`config.mk`:
```
export PLATFORM = sky130hd
export DESIGN_NAME = twin_timer_apb
export DESIGN_NICKNAME = d
export VERILOG_FILES = /design/src/rtl/twin_timer_pkg.sv /design/src/rtl/tmr_prescaler.sv /design/src/rtl/tmr_channel.sv /design/src/rtl/twin_timer_id.sv /design/src/rtl/twin_timer_apb.sv
export SDC_FILE = /design/constraint.sdc
export NUM_CORES = 1
export LEC_CHECK = 0
export CORE_ASPECT_RATIO = 2
export CORE_MARGIN = 2
export CORE_UTILIZATION = 39
export CTS_BUF_LIST = sky130_fd_sc_hd__clkbuf_16
export CTS_CLUSTER_SIZE = 16
export DETAILED_ROUTE_END_ITERATION = 10
export DONT_BUFFER_PORTS = 1
export PLACE_DENSITY = 0.51
export SLEW_MARGIN = 20
export SYNTH_ARGS = -nofsm -noshare
export SYNTH_HDL_FRONTEND = slang
export SYNTH_SLANG_ARGS = --single-unit
```
`constraint.sdc`:
```
create_clock -name pclk -period 5.15 [get_ports pclk]
set_input_delay 1.545 -clock pclk [delete_from_list [all_inputs] [get_ports pclk]]
set_output_delay 1.545 -clock pclk [all_outputs]
set_load 0.005 [all_outputs]
```
`src/rtl/twin_timer_pkg.sv`:
```
package twin_timer_pkg;

   // register slot inside one channel, decoded from PADDR[4:2]
   typedef enum logic [2:0] {
      RG_RELOAD   = 3'd0,
      RG_COUNT    = 3'd1,
      RG_CTRL     = 3'd2,
      RG_ACK      = 3'd3,
      RG_RAW      = 3'd4,
      RG_MASKED   = 3'd5,
      RG_BGRELOAD = 3'd6,
      RG_NONE     = 3'd7
   } tmr_reg_e;

   typedef struct packed {
      logic       run;
      logic       periodic;
      logic       int_en;
      logic       rsvd;
      logic [1:0] prescale;
      logic       wide;
      logic       oneshot;
   } tmr_ctrl_t;

   localparam int CTRL_W = $bits(tmr_ctrl_t);

   // word addresses (PADDR[11:2]) of the block-level registers
   localparam logic [9:0] WA_TEST_EN  = 10'h3C0;
   localparam logic [9:0] WA_TEST_OUT = 10'h3C1;
   localparam logic [9:0] WA_ID_FIRST = 10'h3F4;

endpackage

```
`src/rtl/tmr_prescaler.sv`:
```
module tmr_prescaler #(
   parameter int DIV1_LOG2 = 4,
   parameter int DIV2_LOG2 = 8
) (
   input  logic       clk,
   input  logic       rst_n,
   input  logic       run,
   input  logic [1:0] sel,
   output logic       tick
);
   localparam int PRE_W = DIV2_LOG2;

   generate
      if (DIV1_LOG2 < 1 || DIV2_LOG2 <= DIV1_LOG2) begin : g_bad_div
         $error("tmr_prescaler: need 1 <= DIV1_LOG2 < DIV2_LOG2");
      end
   endgenerate

   logic [PRE_W-1:0] cnt_q;
   logic [PRE_W-1:0] limit;

   always_comb begin
      unique case (sel)
         2'd0:    limit = '0;
         2'd1:    limit = PRE_W'((1 << DIV1_LOG2) - 1);
         default: limit = '1;
      endcase
   end

   assign tick = run && (cnt_q == limit);

   always_ff @(posedge clk or negedge rst_n) begin
      if (!rst_n) begin
         cnt_q <= '0;
      end else if (!run || cnt_q == limit) begin
         cnt_q <= '0;
      end else begin
         cnt_q <= cnt_q + 1'b1;
      end
   end
endmodule

```
`src/rtl/tmr_channel.sv`:
```
module tmr_channel
   import twin_timer_pkg::*;
#(
   parameter int CNT_W     = 32,
   parameter int NARROW_W  = 16,
   parameter int DIV1_LOG2 = 4,
   parameter int DIV2_LOG2 = 8
) (
   input  logic             clk,
   input  logic             rst_n,
   input  logic             wr_stb,
   input  tmr_reg_e         reg_sel,
   input  logic [CNT_W-1:0] wdata,
   output logic [CNT_W-1:0] rdata,
   output logic             irq_masked,
   output logic             running
);
   generate
      if (CNT_W < CTRL_W || NARROW_W > CNT_W || NARROW_W < 1) begin : g_bad_w
         $error("tmr_channel: need CTRL_W <= CNT_W and 1 <= NARROW_W <= CNT_W");
      end
   endgenerate

   logic [CNT_W-1:0] reload_q, cnt_q;
   tmr_ctrl_t        ctrl_q;
   logic             raw_q;
   logic             tick;
   logic [CNT_W-1:0] act_mask, act, nxt;
   logic             hit;

   tmr_prescaler #(.DIV1_LOG2(DIV1_LOG2), .DIV2_LOG2(DIV2_LOG2)) u_pre (
      .clk  (clk),
      .rst_n(rst_n),
      .run  (ctrl_q.run),
      .sel  (ctrl_q.prescale),
      .tick (tick)
   );

   // active-width mask: narrow mode counts only the low bits
   generate
      if (NARROW_W == CNT_W) begin : g_same_w
         assign act_mask = '1;
      end else begin : g_two_w
         assign act_mask = ctrl_q.wide ? '1
                         : {{(CNT_W-NARROW_W){1'b0}}, {NARROW_W{1'b1}}};
      end
   endgenerate

   assign act = cnt_q & act_mask;

   always_comb begin
      nxt = act;
      hit = 1'b0;
      if (act != '0) begin
         nxt = act - 1'b1;
         hit = (act == CNT_W'(1));
      end else if (!ctrl_q.oneshot) begin
         nxt = ctrl_q.periodic ? (reload_q & act_mask) : act_mask;
      end
   end

   logic wr_reload, wr_bg, wr_ctrl, wr_ack;
   assign wr_reload = wr_stb && reg_sel == RG_RELOAD;
   assign wr_bg     = wr_stb && reg_sel == RG_BGRELOAD;
   assign wr_ctrl   = wr_stb && reg_sel == RG_CTRL;
   assign wr_ack    = wr_stb && reg_sel == RG_ACK;

   always_ff @(posedge clk or negedge rst_n) begin
      if (!rst_n) begin
         reload_q <= '0;
         cnt_q    <= '1;
         ctrl_q   <= '{run: 1'b0, periodic: 1'b0, int_en: 1'b1, rsvd: 1'b0,
                       prescale: 2'd0, wide: 1'b0, oneshot: 1'b0};
         raw_q    <= 1'b0;
      end else begin
         if (wr_reload || wr_bg) begin
            reload_q <= wdata;
         end
         if (wr_reload) begin
            cnt_q <= wdata;
         end else if (tick) begin
            cnt_q <= (cnt_q & ~act_mask) | (nxt & act_mask);
         end
         if (wr_ctrl) begin
            ctrl_q      <= tmr_ctrl_t'(wdata[CTRL_W-1:0]);
            ctrl_q.rsvd <= 1'b0;
         end
         if (tick && hit && !wr_reload) begin
            raw_q <= 1'b1;
         end else if (wr_ack) begin
            raw_q <= 1'b0;
         end
      end
   end

   assign irq_masked = raw_q && ctrl_q.int_en;
   assign running    = ctrl_q.run;

   always_comb begin
      unique case (reg_sel)
         RG_RELOAD,
         RG_BGRELOAD: rdata = reload_q;
         RG_COUNT:    rdata = cnt_q;
         RG_CTRL:     rdata = CNT_W'(ctrl_q);
         RG_RAW:      rdata = CNT_W'(raw_q);
         RG_MASKED:   rdata = CNT_W'(irq_masked);
         default:     rdata = '0;
      endcase
   end
endmodule

```
`src/rtl/twin_timer_id.sv`:
```
module twin_timer_id (
   input  logic [3:0] slot,
   output logic [7:0] id_byte
);
   // slot counts words upward from the first identification word
   always_comb begin
      unique case (slot)
         4'd0:    id_byte = 8'h04;
         4'd4:    id_byte = 8'h23;
         4'd5:    id_byte = 8'hB8;
         4'd6:    id_byte = 8'h1B;
         4'd8:    id_byte = 8'h0D;
         4'd9:    id_byte = 8'hF0;
         4'd10:   id_byte = 8'h05;
         4'd11:   id_byte = 8'hB1;
         default: id_byte = 8'h00;
      endcase
   end
endmodule

```
`src/rtl/twin_timer_apb.sv`:
```
module twin_timer_apb
   import twin_timer_pkg::*;
#(
   parameter int ADDR_W    = 12,
   parameter int DATA_W    = 32,
   parameter int NARROW_W  = 16,
   parameter int DIV1_LOG2 = 4,
   parameter int DIV2_LOG2 = 8
) (
   input  logic              pclk,
   input  logic              presetn,
   input  logic              psel,
   input  logic              penable,
   input  logic              pwrite,
   input  logic [ADDR_W-1:0] paddr,
   input  logic [DATA_W-1:0] pwdata,
   output logic [DATA_W-1:0] prdata,
   output logic              pready,
   output logic              pslverr,
   output logic              irq_ch1,
   output logic              irq_ch2,
   output logic              irq_any
);
   localparam int NCH     = 2;
   localparam int WORD_W  = 10;
   localparam int TEST_W  = NCH;

   generate
      if (ADDR_W < 12) begin : g_bad_addr
         $error("twin_timer_apb: ADDR_W must cover a 4 KB window");
      end
      if (DATA_W < 8) begin : g_bad_data
         $error("twin_timer_apb: DATA_W must hold a control byte");
      end
   endgenerate

   logic [WORD_W-1:0] wa;
   logic              in_chan, is_test_en, is_test_out, is_id;
   logic              ch_idx;
   tmr_reg_e          ch_reg;
   logic              wr_commit;

   assign wa          = paddr[11:2];
   assign in_chan     = (wa[9:4] == '0);
   assign ch_idx      = wa[3];
   assign ch_reg      = tmr_reg_e'(wa[2:0]);
   assign is_test_en  = (wa == WA_TEST_EN);
   assign is_test_out = (wa == WA_TEST_OUT);
   assign is_id       = (wa >= WA_ID_FIRST);
   assign wr_commit   = psel && penable && pwrite;

   logic [DATA_W-1:0] ch_rdata [NCH];
   logic [NCH-1:0]    ch_irq;
   logic [NCH-1:0]    ch_run;

   for (genvar i = 0; i < NCH; i++) begin : g_ch
      tmr_channel #(
         .CNT_W    (DATA_W),
         .NARROW_W (NARROW_W),
         .DIV1_LOG2(DIV1_LOG2),
         .DIV2_LOG2(DIV2_LOG2)
      ) u_ch (
         .clk       (pclk),
         .rst_n     (presetn),
         .wr_stb    (wr_commit && in_chan && (ch_idx == 1'(i))),
         .reg_sel   (ch_reg),
         .wdata     (pwdata),
         .rdata     (ch_rdata[i]),
         .irq_masked(ch_irq[i]),
         .running   (ch_run[i])
      );
   end

   logic              test_en_q;
   logic [TEST_W-1:0] test_out_q;

   always_ff @(posedge pclk or negedge presetn) begin
      if (!presetn) begin
         test_en_q  <= 1'b0;
         test_out_q <= '0;
      end else if (wr_commit) begin
         if (is_test_en)  test_en_q  <= pwdata[0];
         if (is_test_out) test_out_q <= pwdata[TEST_W-1:0];
      end
   end

   logic [7:0] id_byte;
   twin_timer_id u_id (
      .slot   (wa[3:0] - 4'd4),
      .id_byte(id_byte)
   );

   always_comb begin
      prdata = '0;
      if (in_chan) begin
         prdata = ch_rdata[ch_idx];
      end else if (is_test_en) begin
         prdata = DATA_W'(test_en_q);
      end else if (is_id) begin
         prdata = DATA_W'(id_byte);
      end
   end

   logic [NCH-1:0] irq_vec;
   assign irq_vec = test_en_q ? test_out_q : ch_irq;
   assign irq_ch1 = irq_vec[0];
   assign irq_ch2 = irq_vec[1];
   assign irq_any = |irq_vec;

   assign pready  = 1'b1;
   assign pslverr = 1'b0;
endmodule

```
==> results.md <==
- Vias per std cell: 6.346
- Worst-margin pin slew: 1035 ps
- Clk_skew: 10.70 ps
- Syn_nets: 1315
- Grt ovf: 0
- All-Layer GR Usage: 28.17%
- Netlist cell types: 81
- Initial Util: 39.36%
- Antenna Cells: 0
- Outcome: finished, final reports clean
- IO buf count: 0
- Top_reg_cell synth: dfrtp_1
- Vias in the first global route: 9948
- Worst skew pair latency: 460 ps
- Max IR drop VDD: 0.2517 mV
- DIE AREA: 0.02912 mm^2
- Routed Antenna Nets: 0
- Max_cap viols: 0
- Post-DP HPWL: 29.05 mm
- # rows: 86
- Final worst path period share: 94.41%
- Worst-path fanout max: 43
- Worst EP arrival: 3320 ps
- Fmax: 0.2057 GHz
- RSZ-0062 raised after global routing: no
- R2R cell count: 7
- Slew headroom: 30.83%
- CORE AREA: 0.02744 mm^2
- First-pass GRT wire length: 61.61 mm
- CTS resizes: 0
- Clk buf depth: 2
- Synth Register Bits: 163
- R2r setup slk: 1570 ps
- CTS hold repair buffers: 0
- Synth Instances: 1252
- CP required: 3610 ps
- Hold Path Class: register to register
- Ys async rst share: 100.0%
- Layout area overhead: 10.59%
- Crit end category: output port
- Via count: 10130
- Post-synth EDFFs: 0
- Cell leakage power: 4.741 nW
- # clock sinks: 163
- # Post-CTS Setup Buffers: 0
- DR iter-0 viols: 1069
- Avg WL per Cell: 25.32 um
- Drt drc: 0
- Largest net degree at the start of global routing: 164
- Drt pass-1 iters: 6
- WHS: 509.3 ps
- Crit path kind: input port to output port
- Min-delay src: test_out_q[0]$_DFFE_PN0P_
- Synthesized area: 0.01080 mm^2
- Chip width: 121.7 um
- Final nets: 1295
- Hold endpoint: test_out_q[0]$_DFFE_PN0P_
- Die H: 239.3 um
- Sequential fraction of the synthesis area: 38.54%
- Hold Path Cell Cnt: 1
- Fin Setup TNS: 0 ps
- Reg2Reg Launch Point: g_ch[1].u_ch.cnt_q[8]$_DFFE_PN1P_
- Antenna violations before repair: 0
- Fill count: 2761
- GP Congestion: 0.9244
- Hold Fails Final Rpt: 0
- Avg Inst Size Synth: 8.625 um^2
- Root buffer cell: clkbuf_16
- Pins over their slew limit: 0
- # setup viols final: 0
- TritonCTS clock tree: done
- Clock slew at reported path FFs: 70 ps
- Io pins: 86
- H-Tree Level Count: 4
- PwrDens: 288.0 mW/mm^2
- Tmin final: 4862 ps
- WL final: 40.43 mm
- Num CTS Buffers: 17
- Startpoint Class: input port
- Yosys Warn Count: 0
- Share of cells above drive strength 1: 20.72%
==> logic make-up after synthesis <==
group | after synthesis | synth area share, %
and+or+nand+nor | 435 | 19.56
AOI/OAI and AO/OA | 409 | 24.75
xor gates and xnor gates | 30 | 2.433
muxes | 83 | 8.585
other | 2 | 0.06954
DFF | 163 | 38.54
buffers and inverters | 116 | 4.449
adders and majority gates | 14 | 1.622
==> synthesized netlist by cell type (all sizes together), types with 3 or more instances <==
master,number,area share (%)
nand2,141,4.9
nor2,125,4.5
o21ai,109,5.1
a21oi,97,4.6
dfrtp,97,22
mux2,77,8.0
clkbuf,75,2.6
dfstp,66,16
a211oi,39,2.7
a221oi,33,2.7
nand3,32,1.5
nor3,32,1.6
and3,21,1.2
buf,21,1.1
nor4,21,1.4
inv,18,0.63
xnor2,18,1.5
o22ai,17,0.98
or4,15,1.1
ha,14,1.6
a31oi,13,0.75
o211ai,13,0.90
xor2,12,0.97
a221o,11,1.0
o31ai,11,0.76
or3,11,0.64
o32ai,9,0.73
a21o,8,0.56
mux2i,6,0.56
nand4,6,0.35
a311oi,5,0.46
nand2b,5,0.36
nor2b,5,0.29
o21a,5,0.35
o221ai,5,0.41
or2,5,0.29
a22oi,4,0.28
and2,4,0.23
nand3b,4,0.39
o31a,4,0.32
a22o,3,0.24
a32oi,3,0.24
nor4b,3,0.38
o41ai,3,0.24
==> worst max-delay path, stage by stage <==
cell	delay, ps
inv_1	110
ha_1	310
a21o_2	300
buf_12	260
a221oi_1	130
a211oi_1	370
buf_4	180
buf_4	100
==> placed cells by master, fill, tap and decap left out, drive strengths merged, types with 12 or more instances in the layout <==
cell	Yosys	final
a31oi	13	13
o22ai	17	17
xor2	12	12
nand3	32	32
dfstp	66	66
o21ai	109	109
ha	14	14
buf	21	57
inv	18	24
o211ai	13	13
nor4	21	21
xnor2	18	18
mux2	77	77
a21oi	97	97
nor2	125	125
a211oi	39	39
and3	21	21
nand2	141	141
nor3	32	32
dfrtp	97	97
a221oi	33	33
clkbuf	75	17
or4	15	15
==> stage by stage <==
step / worst slack, ps / utilization, % / cell area [um^2] / power, mW / instances
5_1_grt: 194.3 / 43.52 / 11940 / 3.587 / 1597
3_5_place_dp: 267.5 / 41.35 / 11340 / 2.119 / 1565
4_1_cts: 261.6 / 43.52 / 11940 / 3.467 / 1597
3_3_place_gp: 278.4 / 41.35 / 11340 / 2.112 / 1565
6_report: 287.9 / 43.52 / 11940 / 3.440 / 1597
2_1_floorplan: 211.9 / - / 10800 / 1.934 / 1252
==> final cells by class <==
class,count,area [um^2],share of cell area (%)
Multi-Input combinational cell,973,6190,51.83
Sequential cell,163,4161,34.85
Timing Repair Buffer,57,478.0,4.002
Tap cell,352,440.4,3.688
Clock buffer,17,425.4,3.562
Clock inverter,15,172.7,1.446
Inverter,20,75.07,0.6286
==> power by group <==
part	internal, mW	total [mW]	switching, mW
registers	1.41	1.55	0.135
logic	0.234	0.561	0.327
clock network	0.728	1.33	0.604
total	2.37	3.44	1.07
==> layer usage <==
layer | global-route usage [%] | routed length (um) | vias to the layer above
met4 | 14.00 | 1931 | 0
met3 | 4.762 | 2203 | 102
li1 | - | - | 4629
met1 | 33.79 | 15680 | 5001
met2 | 48.16 | 20620 | 402
met5 | 0 | 0 | -
==> worst max path at each step <==
stage                         from          to  slack [ps]  depth (start not counted)
after floorplan           paddr[2]   prdata[1]         210                         10
after global placement    paddr[2]  prdata[23]         280                          8
after detailed placement  paddr[3]  prdata[23]         270                          9
after CTS                 paddr[2]  prdata[23]         260                          8
after global routing      paddr[2]  prdata[23]         190                          9
final                     paddr[2]  prdata[23]         290                          8
Power figures use the tool's default switching activity.
